===== config.mk =====
export PLATFORM = sky130hd
export DESIGN_NAME = dt_boost_classifier
export DESIGN_NICKNAME = d
export VERILOG_FILES = /design/src/rtl/dt_pkg.sv /design/src/rtl/dt_node_mem.sv /design/src/rtl/dt_tree_walker.sv /design/src/rtl/dt_vote.sv /design/src/rtl/dt_boost_classifier.sv
export SDC_FILE = /design/constraint.sdc
export NUM_CORES = 2
export LEC_CHECK = 0
export ABC_CLOCK_PERIOD_IN_PS = 26000
export BUFFER_PORTS_ARGS = -buffer_cell sky130_fd_sc_hd__buf_2
export CAP_MARGIN = 40
export CORE_AREA = 2 2 485 487
export CTS_CLUSTER_SIZE = 16
export DETAILED_ROUTE_END_ITERATION = 10
export DIE_AREA = 0 0 487 489
export GPL_ROUTABILITY_DRIVEN = 0
export PLACE_DENSITY = 0.65
export SYNTH_ARGS = -nofsm -noshare
export SYNTH_HDL_FRONTEND = slang
export SYNTH_SLANG_ARGS = --single-unit

===== constraint.sdc =====
create_clock -name clk -period 26 [get_ports clk]
set_input_delay 3.9 -clock clk [delete_from_list [all_inputs] [get_ports clk]]
set_output_delay 3.9 -clock clk [all_outputs]
set_load 0.01 [all_outputs]

===== src/rtl/dt_pkg.sv =====
package dt_pkg;
  localparam int KIND_W = 2;
  localparam int CHANS  = 32;
  localparam int CHAN_W = $clog2(CHANS);
  localparam int THR_W  = 8;

  typedef struct packed {
    logic [KIND_W-1:0] kind;
    logic [CHAN_W-1:0] chan;
    logic [THR_W-1:0]  thr;
    logic              leaf;
  } node_t;

  localparam int NODE_W = $bits(node_t);

  typedef enum logic [2:0] {
    W_IDLE, W_FETCH, W_DECIDE, W_REQ, W_DONE
  } walk_st_t;
endpackage


===== src/rtl/dt_node_mem.sv =====
module dt_node_mem #(
  parameter int DEPTH = 3
) (
  input  logic                     clk,
  input  logic                     we,
  input  logic [$clog2(2**(DEPTH+1)-1)-1:0] waddr,
  input  dt_pkg::node_t            wdata,
  input  logic [$clog2(2**(DEPTH+1)-1)-1:0] raddr,
  output dt_pkg::node_t            rdata
);
  localparam int NODES = 2**(DEPTH+1) - 1;
  localparam int AW    = $clog2(NODES);

  dt_pkg::node_t mem [NODES];

  always_ff @(posedge clk) begin
    if (we && (waddr < AW'(NODES))) mem[waddr] <= wdata;
    rdata <= mem[raddr];
  end
endmodule


===== src/rtl/dt_tree_walker.sv =====
module dt_tree_walker #(
  parameter int DEPTH = 3
) (
  input  logic                        clk,
  input  logic                        rst,
  input  logic                        run_en,
  input  logic                        start,
  output logic [$clog2(2**(DEPTH+1)-1)-1:0] rd_addr,
  input  dt_pkg::node_t               rd_node,
  output logic                        req,
  output logic [dt_pkg::KIND_W-1:0]   kind,
  output logic [dt_pkg::CHAN_W-1:0]   chan,
  output logic [dt_pkg::CHANS-1:0]    chan_on,
  input  logic                        ack,
  input  logic [dt_pkg::THR_W-1:0]    val,
  output logic [dt_pkg::THR_W-1:0]    res_score,
  output logic                        res_valid
);
  import dt_pkg::*;
  localparam int NODES     = 2**(DEPTH+1) - 1;
  localparam int INT_NODES = 2**DEPTH - 1;
  localparam int AW        = $clog2(NODES);

  walk_st_t          st;
  logic [AW-1:0]     node;
  logic [KIND_W-1:0] cur_kind;
  logic [CHAN_W-1:0] cur_chan;
  logic [THR_W-1:0]  cur_thr;
  logic              at_leaf;

  assign at_leaf = rd_node.leaf || (node >= AW'(INT_NODES));

  always_ff @(posedge clk) begin
    if (rst || !run_en) begin
      st        <= W_IDLE;
      node      <= '0;
      cur_kind  <= '0;
      cur_chan  <= '0;
      cur_thr   <= '0;
      res_score <= '0;
      res_valid <= 1'b0;
    end else begin
      case (st)
        W_IDLE, W_DONE: begin
          if (start) begin
            node <= '0;
            st   <= W_FETCH;
          end
        end
        W_FETCH: st <= W_DECIDE;
        W_DECIDE: begin
          cur_kind <= rd_node.kind;
          cur_chan <= rd_node.chan;
          cur_thr  <= rd_node.thr;
          if (at_leaf) begin
            res_score <= rd_node.thr;
            res_valid <= 1'b1;
            st        <= W_DONE;
          end else begin
            st <= W_REQ;
          end
        end
        W_REQ: begin
          if (ack) begin
            node <= {node[AW-2:0], 1'b0} + ((val > cur_thr) ? AW'(2) : AW'(1));
            st   <= W_FETCH;
          end
        end
        default: st <= W_IDLE;
      endcase
    end
  end

  assign rd_addr = node;
  assign req     = (st == W_REQ);
  assign kind    = cur_kind;
  assign chan    = cur_chan;
  assign chan_on = req ? (CHANS'(1) << cur_chan) : '0;
endmodule


===== src/rtl/dt_vote.sv =====
module dt_vote #(
  parameter int NTREES = 8,
  parameter int SUM_W  = 11
) (
  input  logic                             clk,
  input  logic                             rst,
  input  logic                             run_en,
  input  logic                             tick,
  input  logic [NTREES*dt_pkg::THR_W-1:0]  scores,
  input  logic [NTREES-1:0]                valid,
  input  logic signed [SUM_W-1:0]          ofs,
  output logic                             seizure,
  output logic signed [SUM_W-1:0]          sum_q
);
  localparam int SW = dt_pkg::THR_W;

  logic signed [SUM_W-1:0] acc;

  always_comb begin
    acc = '0;
    for (int i = 0; i < NTREES; i++) begin
      logic signed [SW-1:0] s;
      s = scores[i*SW +: SW];
      if (valid[i]) acc = acc + SUM_W'(s);
    end
  end

  always_ff @(posedge clk) begin
    if (rst || !run_en) begin
      sum_q   <= '0;
      seizure <= 1'b0;
    end else if (tick) begin
      sum_q   <= acc;
      seizure <= (acc > ofs);
    end
  end
endmodule


===== src/rtl/dt_boost_classifier.sv =====
module dt_boost_classifier #(
  parameter int NTREES  = 8,
  parameter int DEPTH   = 3,
  parameter int SUM_W   = 11,
  localparam int NODES  = 2**(DEPTH+1) - 1,
  localparam int NAW    = $clog2(NODES),
  localparam int TAW    = $clog2(NTREES),
  localparam int KW     = dt_pkg::KIND_W,
  localparam int CW     = dt_pkg::CHAN_W,
  localparam int NCH    = dt_pkg::CHANS,
  localparam int TW     = dt_pkg::THR_W,
  localparam int NW     = dt_pkg::NODE_W
) (
  input  logic                    clk,
  input  logic                    rst,
  input  logic                    run_en,
  input  logic                    epoch_tick,
  input  logic                    wr_en,
  input  logic [TAW-1:0]          wr_tree,
  input  logic [NAW-1:0]          wr_node,
  input  logic [NW-1:0]           wr_data,
  input  logic signed [SUM_W-1:0] score_ofs,
  output logic [NTREES-1:0]       feat_req,
  output logic [NTREES*KW-1:0]    feat_kind,
  output logic [NTREES*CW-1:0]    feat_chan,
  output logic [NTREES*NCH-1:0]   chan_en,
  input  logic [NTREES-1:0]       feat_ack,
  input  logic [NTREES*TW-1:0]    feat_val,
  output logic                    seizure,
  output logic signed [SUM_W-1:0] decision_sum
);
  logic [NTREES*TW-1:0] scores;
  logic [NTREES-1:0]    valid;
  logic                 wr_ok;

  assign wr_ok = wr_en && !run_en;

  for (genvar t = 0; t < NTREES; t++) begin : g_tree
    logic [NAW-1:0] rd_addr;
    dt_pkg::node_t  rd_node;

    dt_node_mem #(.DEPTH(DEPTH)) mem_i (
      .clk   (clk),
      .we    (wr_ok && (wr_tree == TAW'(t))),
      .waddr (wr_node),
      .wdata (dt_pkg::node_t'(wr_data)),
      .raddr (rd_addr),
      .rdata (rd_node)
    );

    dt_tree_walker #(.DEPTH(DEPTH)) walk_i (
      .clk       (clk),
      .rst       (rst),
      .run_en    (run_en),
      .start     (epoch_tick),
      .rd_addr   (rd_addr),
      .rd_node   (rd_node),
      .req       (feat_req[t]),
      .kind      (feat_kind[t*KW +: KW]),
      .chan      (feat_chan[t*CW +: CW]),
      .chan_on   (chan_en[t*NCH +: NCH]),
      .ack       (feat_ack[t]),
      .val       (feat_val[t*TW +: TW]),
      .res_score (scores[t*TW +: TW]),
      .res_valid (valid[t])
    );
  end

  dt_vote #(.NTREES(NTREES), .SUM_W(SUM_W)) vote_i (
    .clk     (clk),
    .rst     (rst),
    .run_en  (run_en),
    .tick    (epoch_tick),
    .scores  (scores),
    .valid   (valid),
    .ofs     (score_ofs),
    .seizure (seizure),
    .sum_q   (decision_sum)
  );
endmodule


Word-level counts from Yosys, hierarchy flattened
Memory sizes are Yosys's and may differ from the RTL's. A register that Yosys moved wholly into a read port is not among the register bits.
Index checks and enable logic that the tools add are counted.
{ "classes": {"div_mod_pow": 0, "muxes": 82, "magnitude_cmp": 18, "eq_ne": 55, "reduce_logical": 76, "shift": 8, "bitwise": 0, "addsub": 15, "multipliers": 0} }
{ "op_table": {"columns": ["op", "count"], "rows": [
  ["$mux 32", 8],
  ["$shl 1x5->32 const A", 8],
  ["$pmux 3 s4", 8],
  ["$mux 11", 8],
  ["$add 11x8->11", 7],
  ["$gt 8x8->1", 8],
  ["$pmux 4 s2", 8],
  ["$eq 3x2->1 const B", 18],
  ["$mux 3", 17],
  ["$eq 3x3->1 const B", 12],
  ["$mux 4", 9],
  ["$add 4x4->4", 8],
  ["$ge 4x3->1 const B", 8],
  ["$ne 2x2->1 const B", 16],
  ["$reduce_and 2->1", 16],
  ["$eq 3x1->1 const B", 9],
  ["$logic_not 3->1", 9],
  ["$reduce_and 3->1", 8],
  ["$logic_and 1x1->1", 17],
  ["$mux 1", 16],
  ["$mux 2", 8],
  ["$reduce_bool 2->1", 8],
  ["$reduce_or 2->1", 8],
  ["$gt 11x11->1", 1],
  ["3 further kinds", 11]
]} }
{ "word_totals": {"out_inout_bits": 332, "mem_bits_ro": 0, "input_bits": 111, "ram_bits": 1920, "reg_bits": 260, "memories": 8, "elab_cells": 320, "latchBits": 0} }
{ "memory_table": {"columns": ["memory", "words", "width", "read_ports", "rd_ports_with_merged_regs", "wr", "line", "rtl"], "rows": [
  ["g_tree[0].mem_i.mem", 15, 16, 1, 1, 1, "dt_node_mem.sv:14", "dt_pkg::node_t mem [NODES];"],
  ["g_tree[1].mem_i.mem", 15, 16, 1, 1, 1, "dt_node_mem.sv:14", null],
  ["g_tree[2].mem_i.mem", 15, 16, 1, 1, 1, "dt_node_mem.sv:14", null],
  ["g_tree[3].mem_i.mem", 15, 16, 1, 1, 1, "dt_node_mem.sv:14", null],
  ["g_tree[4].mem_i.mem", 15, 16, 1, 1, 1, "dt_node_mem.sv:14", null],
  ["g_tree[5].mem_i.mem", 15, 16, 1, 1, 1, "dt_node_mem.sv:14", null],
  ["+2 memories", null, null, null, null, null, null, null]
]} }

Logic depth before layout (Yosys ltp)
{ "logic_depth": {"word_depth": 16, "mapped_depth": 55} }

Hierarchy
From an unflattened synthesis, not the netlist that was laid out.
{ "unflattened": {"cells_unflattened": 6052, "area_unflattened_um2": 95182.5} }
{ "modules_own_cells": {"columns": ["mod", "cells_per_inst", "seq_area_each_um2", "area_per_inst_um2", "n_inst"], "rows": [
  ["dt_node_mem (g_tree[2].mem_i ...)", 456, 7527.2, 9706.8, 4],
  ["dt_node_mem (g_tree[0].mem_i ...)", 466, 7527.2, 9589.2, 3],
  ["dt_tree_walker", 218, 620.6, 1650.3, 8],
  ["dt_node_mem (g_tree[1].mem_i)", 435, 7527.2, 9561.7, 1],
  ["dt_vote", 638, 240.2, 4750.8, 1],
  ["dt_boost_classifier", 13, 0.0, 72.6, 1]
]} }

Worst setup path before layout
OpenSTA, ideal clock, no wires.
{ "synth_timing": {"kind": "register -> register", "startpoint": "register g_tree[0].walk_i.res_valid", "endpoint": "register vote_i.seizure", "setup_time_ps": 91, "path_slack_ps": 16780, "path_stages_with_launch": 50, "t_arrival_ps": 9129, "path_buffers": 1, "synth_period_minus_slack_ps": 9220, "t_required_ps": 25909, "path_cell_list": "dfxtp_1 buf_6 and2_4 ha_1 inv_1 fa_1 nand2b_1 a211oi_1 o21ai_0 o22ai_1 ha_1 nand2_1 o21ai_1 xnor2_1 nand2_1 o21ai_0 inv_1 ha_1 [... 14 more ...] ha_1 a21oi_1 o21ai_0 xor2_1 mux2_2 ha_1 a21o_1 a41o_1 xor2_1 nand2_1 xnor2_1 xnor3_1 inv_1 ha_1 nand4_1 nor3_1 o31a_1 a311oi_1"} }
{ "synth_via": {"elab_chain_cells": 16} }
{ "synth_lines": {"columns": ["element", "line", "rtl"], "rows": [
  ["start, declared", "dt_tree_walker.sv:17", "output logic res_valid"],
  ["start signal, assigned", "dt_tree_walker.sv:41", "res_valid <= 1'b0;"],
  ["start signal, assigned", "dt_tree_walker.sv:57", "res_valid <= 1'b1;"],
  ["$mux 11 *", "dt_vote.sv:24", "if (valid[i]) acc = acc + SUM_W'(s);"],
  ["$add 11x8->11", "dt_vote.sv:24", null],
  ["$mux 11 *", "dt_vote.sv:24", null],
  ["$add 11x8->11", "dt_vote.sv:24", null],
  ["$mux 11 *", "dt_vote.sv:24", null],
  ["$add 11x8->11", "dt_vote.sv:24", null],
  ["$mux 11 *", "dt_vote.sv:24", null],
  ["$add 11x8->11", "dt_vote.sv:24", null],
  ["$mux 11 *", "dt_vote.sv:24", null],
  ["$add 11x8->11", "dt_vote.sv:24", null],
  ["$mux 11 *", "dt_vote.sv:24", null],
  ["$add 11x8->11", "dt_vote.sv:24", null],
  ["$mux 11 *", "dt_vote.sv:24", null],
  ["$add 11x8->11", "dt_vote.sv:24", null],
  ["$mux 11 *", "dt_vote.sv:24", null],
  ["via vote_i.acc[10]", "dt_vote.sv:17", "logic signed [SUM_W-1:0] acc;"],
  ["$gt 11x11->1 *", "dt_vote.sv:34", "seizure <= (acc > ofs);"],
  ["end signal, assigned", "dt_vote.sv:34", null],
  ["end, declared", "dt_vote.sv:12", "output logic seizure,"]
]} }
Mark *: on every way through the listed nets, which the timed path passes. The rest lies on a longest branch.
A chain may end at the register's enable or synchronous reset.

Worst setup path after layout
Ends and elaborated chain as after synthesis.

==> impl_results.md <==
- Outcome: finished, final reports clean
- Post-Syn Instances: 5,638
- Fin. Hold Viols: 0
- Asr flop ratio synth: 0
- Hold_buf cts: 0
- Total CTS buffers: about 220
- Max IR drop VDD: between 0.06 and 0.07 mV
- Skew-Pair Late Insertion Delay: between 0.8 and 0.9 ns
- Mapped Area: between 90,000 and 100,000 um^2
- Setup Fix Bufs, Post-CTS: 0
- Top sig layer: met5
- Residual DRC: 0
- Final non-filler cell total: approximately 9,500
- Cell with the largest stage delay on the worst path: or4b_2
- Row Count: between 150 and 200
- Die area: between 200,000 and 250,000 um^2
- Worst Max-Slew Pin Slew: roughly 0.94 ns
- Largest net degree at the start of global routing: just over 80
- WL met1: ~96 mm
- Synth area leaders: edfxtp_1 62%, mux4_2 12%, dfxtp_1 8.4%
- Clock Tree Root: clkbuf_16
- Port buffer count: approximately 440
- Hold slack: about 0.41 ns
- Pre-antenna DRT Iters: 6
- Nets: between 6,000 and 7,000
- Post-synth top area share: 0.621
- Slew HR: 0.372
- Total number of yosys warnings: 0
- Ports: about 440
- Area Growth Syn to Fin: 15.9%
- Share of cells above drive strength 1: 0.250
- GRT Overall Usage: 0.189
- CTS sink count: between 2,000 and 2,500
- Hpwl dp: 147 mm
- Worst hold path class: reg -> reg
- Reg-to-Reg End: vote_i.seizure
- Pleak: between 30 and 40 nW
- Total grt overflow: 0
- Most frequent CP cell: ha_1
- Critical Path Start Type: flip-flop
- Required @ worst endpoint: around 27 ns
- Mapped Avg Cell Area: 16.5 um^2
- Register area share after synthesis: 0.705
- Finished Core Util: 0.460
- Crit path largest cell delay: approximately 0.6 ns
- Detailed Route Iter0 Violations: between 5,000 and 6,000
- Vias in the first global route: slightly above 50,000
- Die Y: approximately 500 um
- First-pass GRT wire length: approximately 330 mm
- Post-CTS resize count: 0
- CP Class: reg -> reg
- CTS tree: built
- Via density: ~5.4
- Final Cycle Share: 0.408
- EDFF count, synth: about 1,900
- Clock Tree Buf Depth: 3
- Cells on worst reg2reg path: 45
- HP Start: g_tree[5].mem_i.rdata[12]
- CP endpoint kind: flip-flop
- Final Max Tran Viols: 0
- Die X: 487 um
- CP top delay family: compound AO/OA/AOI/OAI gates
- Routed WL: between 200 and 250 mm
- Setup_tns: 0 ns
- Core area: roughly 230,000 um^2
- Wire length on met3: 15.3 mm
- Starting density of the core: 0.397
- Min cycle time layout: 10.62 ns
- Critical path fanouts, max: 11
- RSZ-0062 raised after global routing: false
- Post-synthesis cell type count: between 80 and 90
- Vias post-DR: 51,824
- Routed wl met2: between 100 and 150 mm
- # Max-Cap Violations: 0
- ANT nets after route: 0
- Wirelength per Cell: roughly 24 um
- Critical path data arrival time: 11.39 ns
- CTS H-tree lvls: 4
- Final setup viols: 0
- DP Cell Count: between 9,000 and 10,000
- Peak Freq: about 0.094 GHz
- Reg-to-reg startpoint: g_tree[0].walk_i.res_valid
- Synth area leader: edfxtp_1
- Hold depth: 2
- Flops & latches, synth: 2,308
- Pwr dens: 69.4 nW/um^2
- Clk slew on worst S/H paths: 0.06 ns
- Crit path buf inv count: 3
- Syn_nets: roughly 5,900
- Initial antenna violation count: 20
- Skew final: ~0.061 ns
- Min-Delay Endpoint: g_tree[5].walk_i.chan[3]
- R2R Setup Slk: between 15 and 20 ns
- Main synth FF type: edfxtp_1
routing by layer:
layer / track usage / up-vias
met4: 0.0555 / 4
met5: 0 / -
met1: 0.258 / 26695
li1: - / 22856
met2: 0.316 / 1941
met3: 0.0285 / 328
worst max path at each step:
| stage | to | depth (start not counted) | startpoint |
|---|---|---|---|
| after CTS | vote_i.seizure | 45 | g_tree[0].walk_i.res_valid |
| after global routing | vote_i.seizure | 47 | g_tree[0].walk_i.res_valid |
| final | vote_i.seizure | 45 | g_tree[0].walk_i.res_valid |
| after global placement | vote_i.seizure | 47 | g_tree[0].walk_i.res_valid |
| after floorplan | vote_i.seizure | 49 | g_tree[0].walk_i.res_valid |
| after detailed placement | vote_i.seizure | 49 | g_tree[0].walk_i.res_valid |
kinds of logic after synthesis:
group / after synthesis / synth area share
AO/OA/AOI/OAI: 583 / 0.0371
XOR/XNOR: 53 / 0.00530
adder cells (fa/ha/maj): 166 / 0.0229
buffers and inverters: 416 / 0.0183
flip-flops: 2308 / 0.705
multiplexers: 731 / 0.148
AND/OR/NAND/NOR: 1381 / 0.0632
Yosys cell counts (11+ instances only):
cell type	n
xor2_1	19
o21a_1	39
buf_1	56
nand3_1	43
ha_1	158
nand2b_1	57
inv_1	130
nand2_1	517
and3_1	22
nor2_1	559
a21oi_1	213
buf_2	16
mux2i_1	199
nor3_1	58
mux4_2	512
nand4_1	11
mux2_2	13
nor2b_1	59
a21o_1	29
dfxtp_1	388
edfxtp_1	1920
clkbuf_1	194
o21ai_0	182
xnor2_1	32
a22oi_1	27
final cells by class:
class	count	area, um^2
Tap cell	3060	3830
Clock inverter	118	1300
Timing Repair Buffer	663	4290
Multi-Input combinational cell	2914	25700
Antenna cell	5	12.5
Fill cell	19599	126000
Sequential cell	2308	65500
Inverter	133	512
Clock buffer	308	6410
worst min-delay path, stage by stage, from the launching register on:
cell and delay (ns):
dfxtp_1 0.29, nand2_1 0.05, a21oi_1 0.05
registers in the layout, summed over array words and instances, names as in the netlist:
register                 cells
g_tree.mem_i.mem          1920
g_tree.mem_i.rdata         128
g_tree.walk_i.cur_thr       64
g_tree.walk_i.res_score     64
g_tree.walk_i.chan          40
g_tree.walk_i.rd_addr       32
g_tree.walk_i.st            24
g_tree.walk_i.kind          16
vote_i.sum_q                11
g_tree.walk_i.res_valid      8
vote_i.seizure               1
placed cells by master (no fill, tap or decap), drive strengths merged, types with 10 or more instances in the layout:
master | synthesis | layout
a21o | 29 | 29
a21oi | 214 | 214
a22oi | 27 | 27
a311oi | 10 | 10
a31oi | 10 | 10
and2 | 13 | 13
and3 | 22 | 22
buf | 83 | 663
bufinv | 0 | 17
clkbuf | 200 | 308
clkinv | 1 | 79
clkinvlp | 0 | 12
dfxtp | 388 | 388
edfxtp | 1920 | 1920
ha | 158 | 158
inv | 132 | 143
mux2 | 19 | 19
mux2i | 200 | 200
mux4 | 512 | 512
nand2 | 517 | 517
nand2b | 57 | 57
nand3 | 43 | 43
nand4 | 11 | 11
nor2 | 559 | 559
nor2b | 59 | 59
nor3 | 58 | 58
o21a | 39 | 39
o21ai | 191 | 191
xnor2 | 32 | 32
xor2 | 19 | 19
power by group:
group	internal (mW)	switching, mW	leakage, nW	total [mW]
registers	4.01	0.00563	20.4	4.01
clock network	1.91	1.41	3.77	3.31
logic	0.0298	0.103	11.2	0.133
metrics by stage:
step / instance area (um^2) / power (mW) / setup WS [ns]
floorplan: 92800 / 4.13 / 16.78
global placement: 99100 / 4.22 / 15.73
detailed placement: 99800 / 4.23 / 15.55
CTS: 108000 / 7.52 / 15.49
global route: 108000 / 7.67 / 14.72
finish: 108000 / 7.46 / 15.38
No activity file was read; power rests on OpenSTA's default activity.
